`src/rtl/fmm_pkg.sv`:
```
package fmm_pkg;

    // Operand classification produced per operand
    typedef struct packed {
        logic nan;
        logic snan;
        logic zero;
        logic neg;
    } fp_class_t;

    // Base semantics encoded in mode[2:0]
    typedef enum logic [2:0] {
        BASE_IEEE = 3'd0,
        BASE_JAVA = 3'd1,
        BASE_CMAC = 3'd2,
        BASE_CPP  = 3'd3,
        BASE_FORT = 3'd4
    } base_t;

    // Which value leaves the block
    typedef enum logic [1:0] {
        PICK_A  = 2'd0,
        PICK_B  = 2'd1,
        PICK_QA = 2'd2,
        PICK_QB = 2'd3
    } pick_t;

endpackage

```
`src/rtl/fmm_classify.sv`:
```
module fmm_classify
    import fmm_pkg::*;
#(
    parameter int WIDTH = 32,
    parameter int EXP_W = 8
) (
    input  logic [WIDTH-1:0] val,
    output fp_class_t        cls
);
    localparam int FRAC_W = WIDTH - EXP_W - 1;

    logic exp_ones;
    logic frac_nz;

    always_comb begin
        exp_ones  = &val[WIDTH-2:FRAC_W];
        frac_nz   = |val[FRAC_W-1:0];
        cls.nan   = exp_ones & frac_nz;
        cls.snan  = exp_ones & frac_nz & ~val[FRAC_W-1];
        cls.zero  = ~|val[WIDTH-2:0];
        cls.neg   = val[WIDTH-1];
    end
endmodule

```
`src/rtl/fmm_order.sv`:
```
module fmm_order #(
    parameter int WIDTH = 32
) (
    input  logic [WIDTH-1:0] a,
    input  logic [WIDTH-1:0] b,
    output logic             a_lt_b,
    output logic             mag_lt,
    output logic             mag_eq
);
    logic [WIDTH-2:0] mag_a;
    logic [WIDTH-2:0] mag_b;
    logic             both_zero;

    always_comb begin
        mag_a     = a[WIDTH-2:0];
        mag_b     = b[WIDTH-2:0];
        mag_lt    = mag_a < mag_b;
        mag_eq    = mag_a == mag_b;
        both_zero = (mag_a == '0) && (mag_b == '0);
        if (both_zero) begin
            a_lt_b = 1'b0;
        end else if (a[WIDTH-1] != b[WIDTH-1]) begin
            a_lt_b = a[WIDTH-1];
        end else if (a[WIDTH-1]) begin
            a_lt_b = mag_a > mag_b;
        end else begin
            a_lt_b = mag_lt;
        end
    end
endmodule

```
`src/rtl/fmm_resolve.sv`:
```
module fmm_resolve
    import fmm_pkg::*;
(
    input  fp_class_t cls_a,
    input  fp_class_t cls_b,
    input  base_t     base,
    input  logic      is_max,
    input  logic      mag_mode,
    input  logic      a_lt_b,
    input  logic      mag_lt,
    input  logic      mag_eq,
    output pick_t     pick,
    output logic      inv
);
    logic any_nan;
    logic any_snan;
    logic both_zero;
    pick_t ordered;
    pick_t zero_sel;

    always_comb begin
        any_nan   = cls_a.nan | cls_b.nan;
        any_snan  = cls_a.snan | cls_b.snan;
        both_zero = cls_a.zero & cls_b.zero;

        // Plain numeric choice
        if (is_max) ordered = a_lt_b ? PICK_B : PICK_A;
        else        ordered = a_lt_b ? PICK_A : PICK_B;

        // Sign-aware choice among two zeros (also covers equal values)
        if (is_max) zero_sel = cls_a.neg ? PICK_B : PICK_A;
        else        zero_sel = cls_a.neg ? PICK_A : PICK_B;

        pick = PICK_A;
        inv  = any_snan;

        if (base == BASE_IEEE) begin
            if (any_snan) begin
                pick = cls_a.snan ? PICK_QA : PICK_QB;
            end else if (cls_a.nan && cls_b.nan) begin
                pick = PICK_QA;
            end else if (cls_a.nan) begin
                pick = PICK_B;
            end else if (cls_b.nan) begin
                pick = PICK_A;
            end else if (mag_mode && !mag_eq) begin
                if (is_max) pick = mag_lt ? PICK_B : PICK_A;
                else        pick = mag_lt ? PICK_A : PICK_B;
            end else if (both_zero) begin
                pick = zero_sel;
            end else begin
                pick = ordered;
            end
        end else if (any_nan) begin
            unique case (base)
                BASE_JAVA: begin
                    if (cls_a.snan)      pick = PICK_QA;
                    else if (cls_b.snan) pick = PICK_QB;
                    else                 pick = cls_a.nan ? PICK_A : PICK_B;
                end
                BASE_FORT: pick = cls_b.nan ? PICK_A : PICK_B;
                BASE_CMAC: begin
                    pick = PICK_B;
                    inv  = 1'b1;
                end
                BASE_CPP: begin
                    pick = PICK_A;
                    inv  = 1'b1;
                end
                default: pick = PICK_A;
            endcase
        end else if (both_zero) begin
            unique case (base)
                BASE_CMAC: pick = PICK_B;
                BASE_CPP:  pick = PICK_A;
                default:   pick = zero_sel;
            endcase
        end else begin
            pick = ordered;
        end
    end
endmodule

```
`src/rtl/fp_minmax_sel.sv`:
```
module fp_minmax_sel
    import fmm_pkg::*;
#(
    parameter int WIDTH = 32,
    parameter int EXP_W = 8
) (
    input  logic             clk,
    input  logic             rst_n,
    input  logic             in_valid,
    input  logic [WIDTH-1:0] op_a,
    input  logic [WIDTH-1:0] op_b,
    input  logic             want_max,
    input  logic [3:0]       mode,
    output logic             out_valid,
    output logic [WIDTH-1:0] result,
    output logic             invalid
);
    localparam int FRAC_W = WIDTH - EXP_W - 1;
    localparam logic [WIDTH-1:0] QUIET_BIT = WIDTH'(1) << (FRAC_W - 1);

    typedef struct packed {
        logic             valid;
        logic [WIDTH-1:0] res;
        logic             inv;
    } state_t;

    state_t st_d;
    state_t st_q;

    base_t base;
    logic  strip_sign;
    logic  a_lt_b;
    logic  mag_lt;
    logic  mag_eq;
    pick_t pick;
    logic  pick_inv;

    logic [WIDTH-1:0] opnd [2];
    fp_class_t        cls  [2];

    always_comb begin
        if (mode[2:0] > 3'(BASE_FORT)) base = BASE_IEEE;
        else                           base = base_t'(mode[2:0]);
        strip_sign = mode[3] && (base != BASE_IEEE);
    end

    for (genvar g = 0; g < 2; g++) begin : g_opnd
        logic [WIDTH-1:0] raw;
        assign raw     = (g == 0) ? op_a : op_b;
        assign opnd[g] = strip_sign ? {1'b0, raw[WIDTH-2:0]} : raw;

        fmm_classify #(.WIDTH(WIDTH), .EXP_W(EXP_W)) u_cls (
            .val (opnd[g]),
            .cls (cls[g])
        );
    end

    fmm_order #(.WIDTH(WIDTH)) u_ord (
        .a      (opnd[0]),
        .b      (opnd[1]),
        .a_lt_b (a_lt_b),
        .mag_lt (mag_lt),
        .mag_eq (mag_eq)
    );

    fmm_resolve u_res (
        .cls_a    (cls[0]),
        .cls_b    (cls[1]),
        .base     (base),
        .is_max   (want_max),
        .mag_mode (mode[3]),
        .a_lt_b   (a_lt_b),
        .mag_lt   (mag_lt),
        .mag_eq   (mag_eq),
        .pick     (pick),
        .inv      (pick_inv)
    );

    always_comb begin
        st_d       = st_q;
        st_d.valid = in_valid;
        st_d.inv   = 1'b0;
        if (in_valid) begin
            st_d.inv = pick_inv;
            unique case (pick)
                PICK_A:  st_d.res = opnd[0];
                PICK_B:  st_d.res = opnd[1];
                PICK_QA: st_d.res = opnd[0] | QUIET_BIT;
                PICK_QB: st_d.res = opnd[1] | QUIET_BIT;
                default: st_d.res = opnd[0];
            endcase
        end
    end

    always_ff @(posedge clk) begin
        if (!rst_n) begin
            st_q <= '0;
        end else begin
            st_q <= st_d;
        end
    end

    assign out_valid = st_q.valid;
    assign result    = st_q.res;
    assign invalid   = st_q.inv;
endmodule

```
`config.mk`:
```
export PLATFORM = sky130hd
export DESIGN_NAME = fp_minmax_sel
export DESIGN_NICKNAME = d
export VERILOG_FILES = /design/src/rtl/fmm_pkg.sv /design/src/rtl/fmm_classify.sv /design/src/rtl/fmm_order.sv /design/src/rtl/fmm_resolve.sv /design/src/rtl/fp_minmax_sel.sv
export SDC_FILE = /design/constraint.sdc
export NUM_CORES = 1
export LEC_CHECK = 0
export BUFFER_PORTS_ARGS = -buffer_cell sky130_fd_sc_hd__buf_2
export CORE_ASPECT_RATIO = 1.2
export CORE_UTILIZATION = 40
export DETAILED_ROUTE_END_ITERATION = 6
export GPL_ROUTABILITY_DRIVEN = 0
export GPL_TIMING_DRIVEN = 1
export PLACE_DENSITY = 0.71
export SETUP_SLACK_MARGIN = 0.15
export SLEW_MARGIN = 15
export SYNTH_ARGS = -nofsm -noshare
export SYNTH_HDL_FRONTEND = slang
export SYNTH_SLANG_ARGS = --single-unit
```
`constraint.sdc`:
```
create_clock -name clk -period 3.66 [get_ports clk]
set_input_delay 0.183 -clock clk [delete_from_list [all_inputs] [get_ports clk]]
set_output_delay 0.183 -clock clk [all_outputs]
set_load 0.005 [all_outputs]
```
==> impl_metrics.py <==
metrics = {
    "worst_setup_path": {
        "r2r_start": "result[9]",
        "reg2reg_slack_ns": 2.89,
        "rr_endpoint": "result[9]",
        "startpoint": "op_b[29]",
        "startpoint_type": "primary input",
        "critical_path_arrival_ns": 3.17,
        "ff2ff_path_depth": 2,
        "critPathCaptureType": "flop",
        "worstSetupPathType": "in -> reg",
        "crit_required_ns": 3.80,
        "critical_path_peak_fanout": 18,
    },
    "timing": {
        "timing.setup.tns_ns": 0,
        "worst_pin_slew_ns": 0.647,
        "rsz0062_at_grt": "no",
        "finalSetupViolations": 0,
        "finalMaxSlewViolations": 0,
        "final-hold-violation-count": 0,
        "fmax_mhz": 329,
        "fin_crit_sh_pct": 82.9,
        "slew_headroom_pct": 56.8,
        "fin_skew_ns": 0,
        "period_minus_slack_ns": 3.04,
    },
    "synth": {
        "synth_cells": 385,
        "synthArstFlopShare_pct": 0,
        "ys_ff_latch": 34,
        "synth_ff_type": "dfxtp_1",
        "synth_top_area_share_pct": 21.5,
        "synth.distinct_cells": 49,
        "yosys.area.top_type": "dfxtp_1",
        "synth-edff-count": 0,
        "yosys_warnings": 0,
        "synth_nets": 488,
        "syn_avg_cell_area_sq_um": 8.22,
        "ys_seq_area_share_pct": 21.5,
        "syn_area_sq_mm": 0.00317,
        "synth_area_leaders": "dfxtp_1 (22%), a311oi_2 (14%), ha_1 (12%)",
    },
    "global_routing": {
        "grt_pass1_vias": 3174,
        "antenna_found_initial": 0,
        "grt_max_degree": 61,
        "grt.overflow.total": 0,
        "grt_pass1_wl_um": 15300,
        "grt_use_total_pct": 22.9,
    },
    "pwr": {
        "power.switching_mw": 0.424,
        "p_seq_share_pct": 37.0,
        "total_power_mw": 1.15,
        "power_leakage_nw": 1.75,
        "p_int_mw": 0.728,
        "p_per_area_mw_per_mm2": 302,
        "swShare_pct": 36.8,
        "vdd_drop_max_v": 0.000166,
        "pwr-share-clk_pct": 25.0,
        "power.share.combinational_pct": 38.0,
    },
    "die": {
        "core_sq_mm": 0.00766,
        "die_h_um": 99.5,
        "start_util_pct": 41.3,
        "die_w_um": 83.2,
        "placement_rows": 35,
        "die_area_sq_mm": 0.00828,
        "io_pins": 106,
    },
    "layout": {
        "layout.cells.non_filler": 568,
        "mostFrequentLayoutCell": "buf_2",
        "num_antenna_cells": 0,
        "syn_to_final_growth_pct": 20.4,
        "nets": 580,
        "layout_common_cells": "buf_2 (105), inv_1 (63), o21ai_0 (37), dfxtp_1 (34), ha_1 (31)",
        "drive_above_1_share_pct": 32.6,
    },
    "clocking": {
        "cts_max_level": 2,
        "clock_latency_ns": 0.28,
        "clock-sinks": 34,
        "cts_resized": 0,
        "post_cts_buffers": 0,
        "holdBufCountCts": 0,
        "clock_path_buffers": 2,
        "cts.reportedPaths.clkPinSlew_ns": 0.08,
        "tritoncts": "done",
        "root_buffer": "clkbuf_8",
        "cts_buffers": 5,
    },
    "hold_path": {
        "hold_class": "in -> reg",
        "hold_path.startpoint": "op_a[10]",
        "whs_path_depth": 3,
        "hold_end": "result[10]",
    },
    "route": {
        "dr.first_iter.drc_count": 143,
        "drt_pass1_iterations": 5,
        "wire_per_inst_um": 16.9,
        "wl_um": 9590,
        "via_per_inst": 6.02,
        "ant_nets": 0,
        "route.detailed.drc": 0,
        "vias": 3422,
    },
    "run_status": {
        "status": "finished, final reports clean",
    },
    "placed_design": {
        "hpwl_um": 7260,
        "placed_cells": 562,
        "port_buffers": 105,
    },
    "flow_run": {
        "max-cap-violations": 0,
    },
}
## routing by layer
layer | up-vias | GRT usage (%) | wire length (um)
li1 | 1639 | - | -
met1 | 1613 | 27.2 | 3990
met2 | 146 | 40.7 | 4780
met3 | 24 | 4.65 | 585
met4 | 0 | 8.62 | 237
met5 | - | 0 | 0
## flip-flops by register name, summed over array words and instances (netlist names)
name,flops
invalid,1
result,32
out_valid,1
## cell usage after synthesis (all sizes together), types with 2 or more instances
cell type and count:
o22ai 2, a221oi 2, nor2 10, o21a 2, nor3 6, buf 8
o21ai 43, nor4b 30, inv 63, nand4 16, a311oi 31, ha 31
a21o 2, nand3 6, clkbuf 16, nand2 19, nor2b 2, o211ai 2
a211oi 4, o31ai 2, nor4 16, nand3b 2, a2111o 2, dfxtp 34
xnor2 2, a21oi 18
## power by group through the flow
stage / combinational [mW] / sequential, mW / clock [mW]
2_1_floorplan: 0.274 / 0.437 / 0
3_3_place_gp: 0.422 / 0.434 / 0
3_5_place_dp: 0.434 / 0.435 / 0
4_1_cts: 0.437 / 0.426 / 0.293
5_1_grt: 0.478 / 0.431 / 0.317
6_report: 0.438 / 0.426 / 0.288
## kinds of logic (layout without fill, tap and decap cells)
logic type               count (synthesis)  count (layout)  share of synthesized area (%)
AO/OA/AOI/OAI                          116             116                           30.6
XOR/XNOR                                 2               2                          0.553
adder cells (fa/ha/maj)                 31              31                           12.3
buffers and inverters                   87             178                           11.4
flip-flops                              34              34                           21.5
AND/OR/NAND/NOR                        115             115                           23.7
## critical path, stage by stage
cell and delay [ns]:
buf_2 0.12, inv_1 0.05, ha_1 0.32, nand4_2 0.16, nor4_1 0.48, nand2_1 0.16
a211o_1 0.35, a2111o_1 0.42, nand4_2 0.11, or2_2 0.43, buf_12 0.25, a311oi_2 0.12
## worst max path at each step
stage                     end  slack, ns  cells after the start
finish              result[9]       0.62                     12
global route        result[9]       0.43                     13
CTS                 result[9]       0.66                     12
detailed placement  result[9]       0.38                     12
global placement    result[7]       0.46                     12
floorplan           result[0]       0.98                     12
## cell type report
| cell class | instances | area (sq um) |
|---|---|---|
| Multi-Input combinational cell | 264 | 2130 |
| Clock buffer | 6 | 82.6 |
| Timing Repair Buffer | 109 | 568 |
| Sequential cell | 34 | 681 |
| Tap cell | 92 | 115 |
| Fill cell | 726 | 3850 |
| Inverter | 63 | 236 |
## per-stage QoR
step	hold slack [ns]	cell area [sq um]	utilization, %	setup WS (ns)
2_1_floorplan	0.325	3170	-	0.979
3_3_place_gp	0.490	3730	48.7	0.464
3_5_place_dp	0.504	3730	48.7	0.384
4_1_cts	0.196	3810	49.7	0.660
5_1_grt	0.191	3810	49.7	0.428
6_report	0.197	3810	49.7	0.624
(Power assumes the default switching activity.)
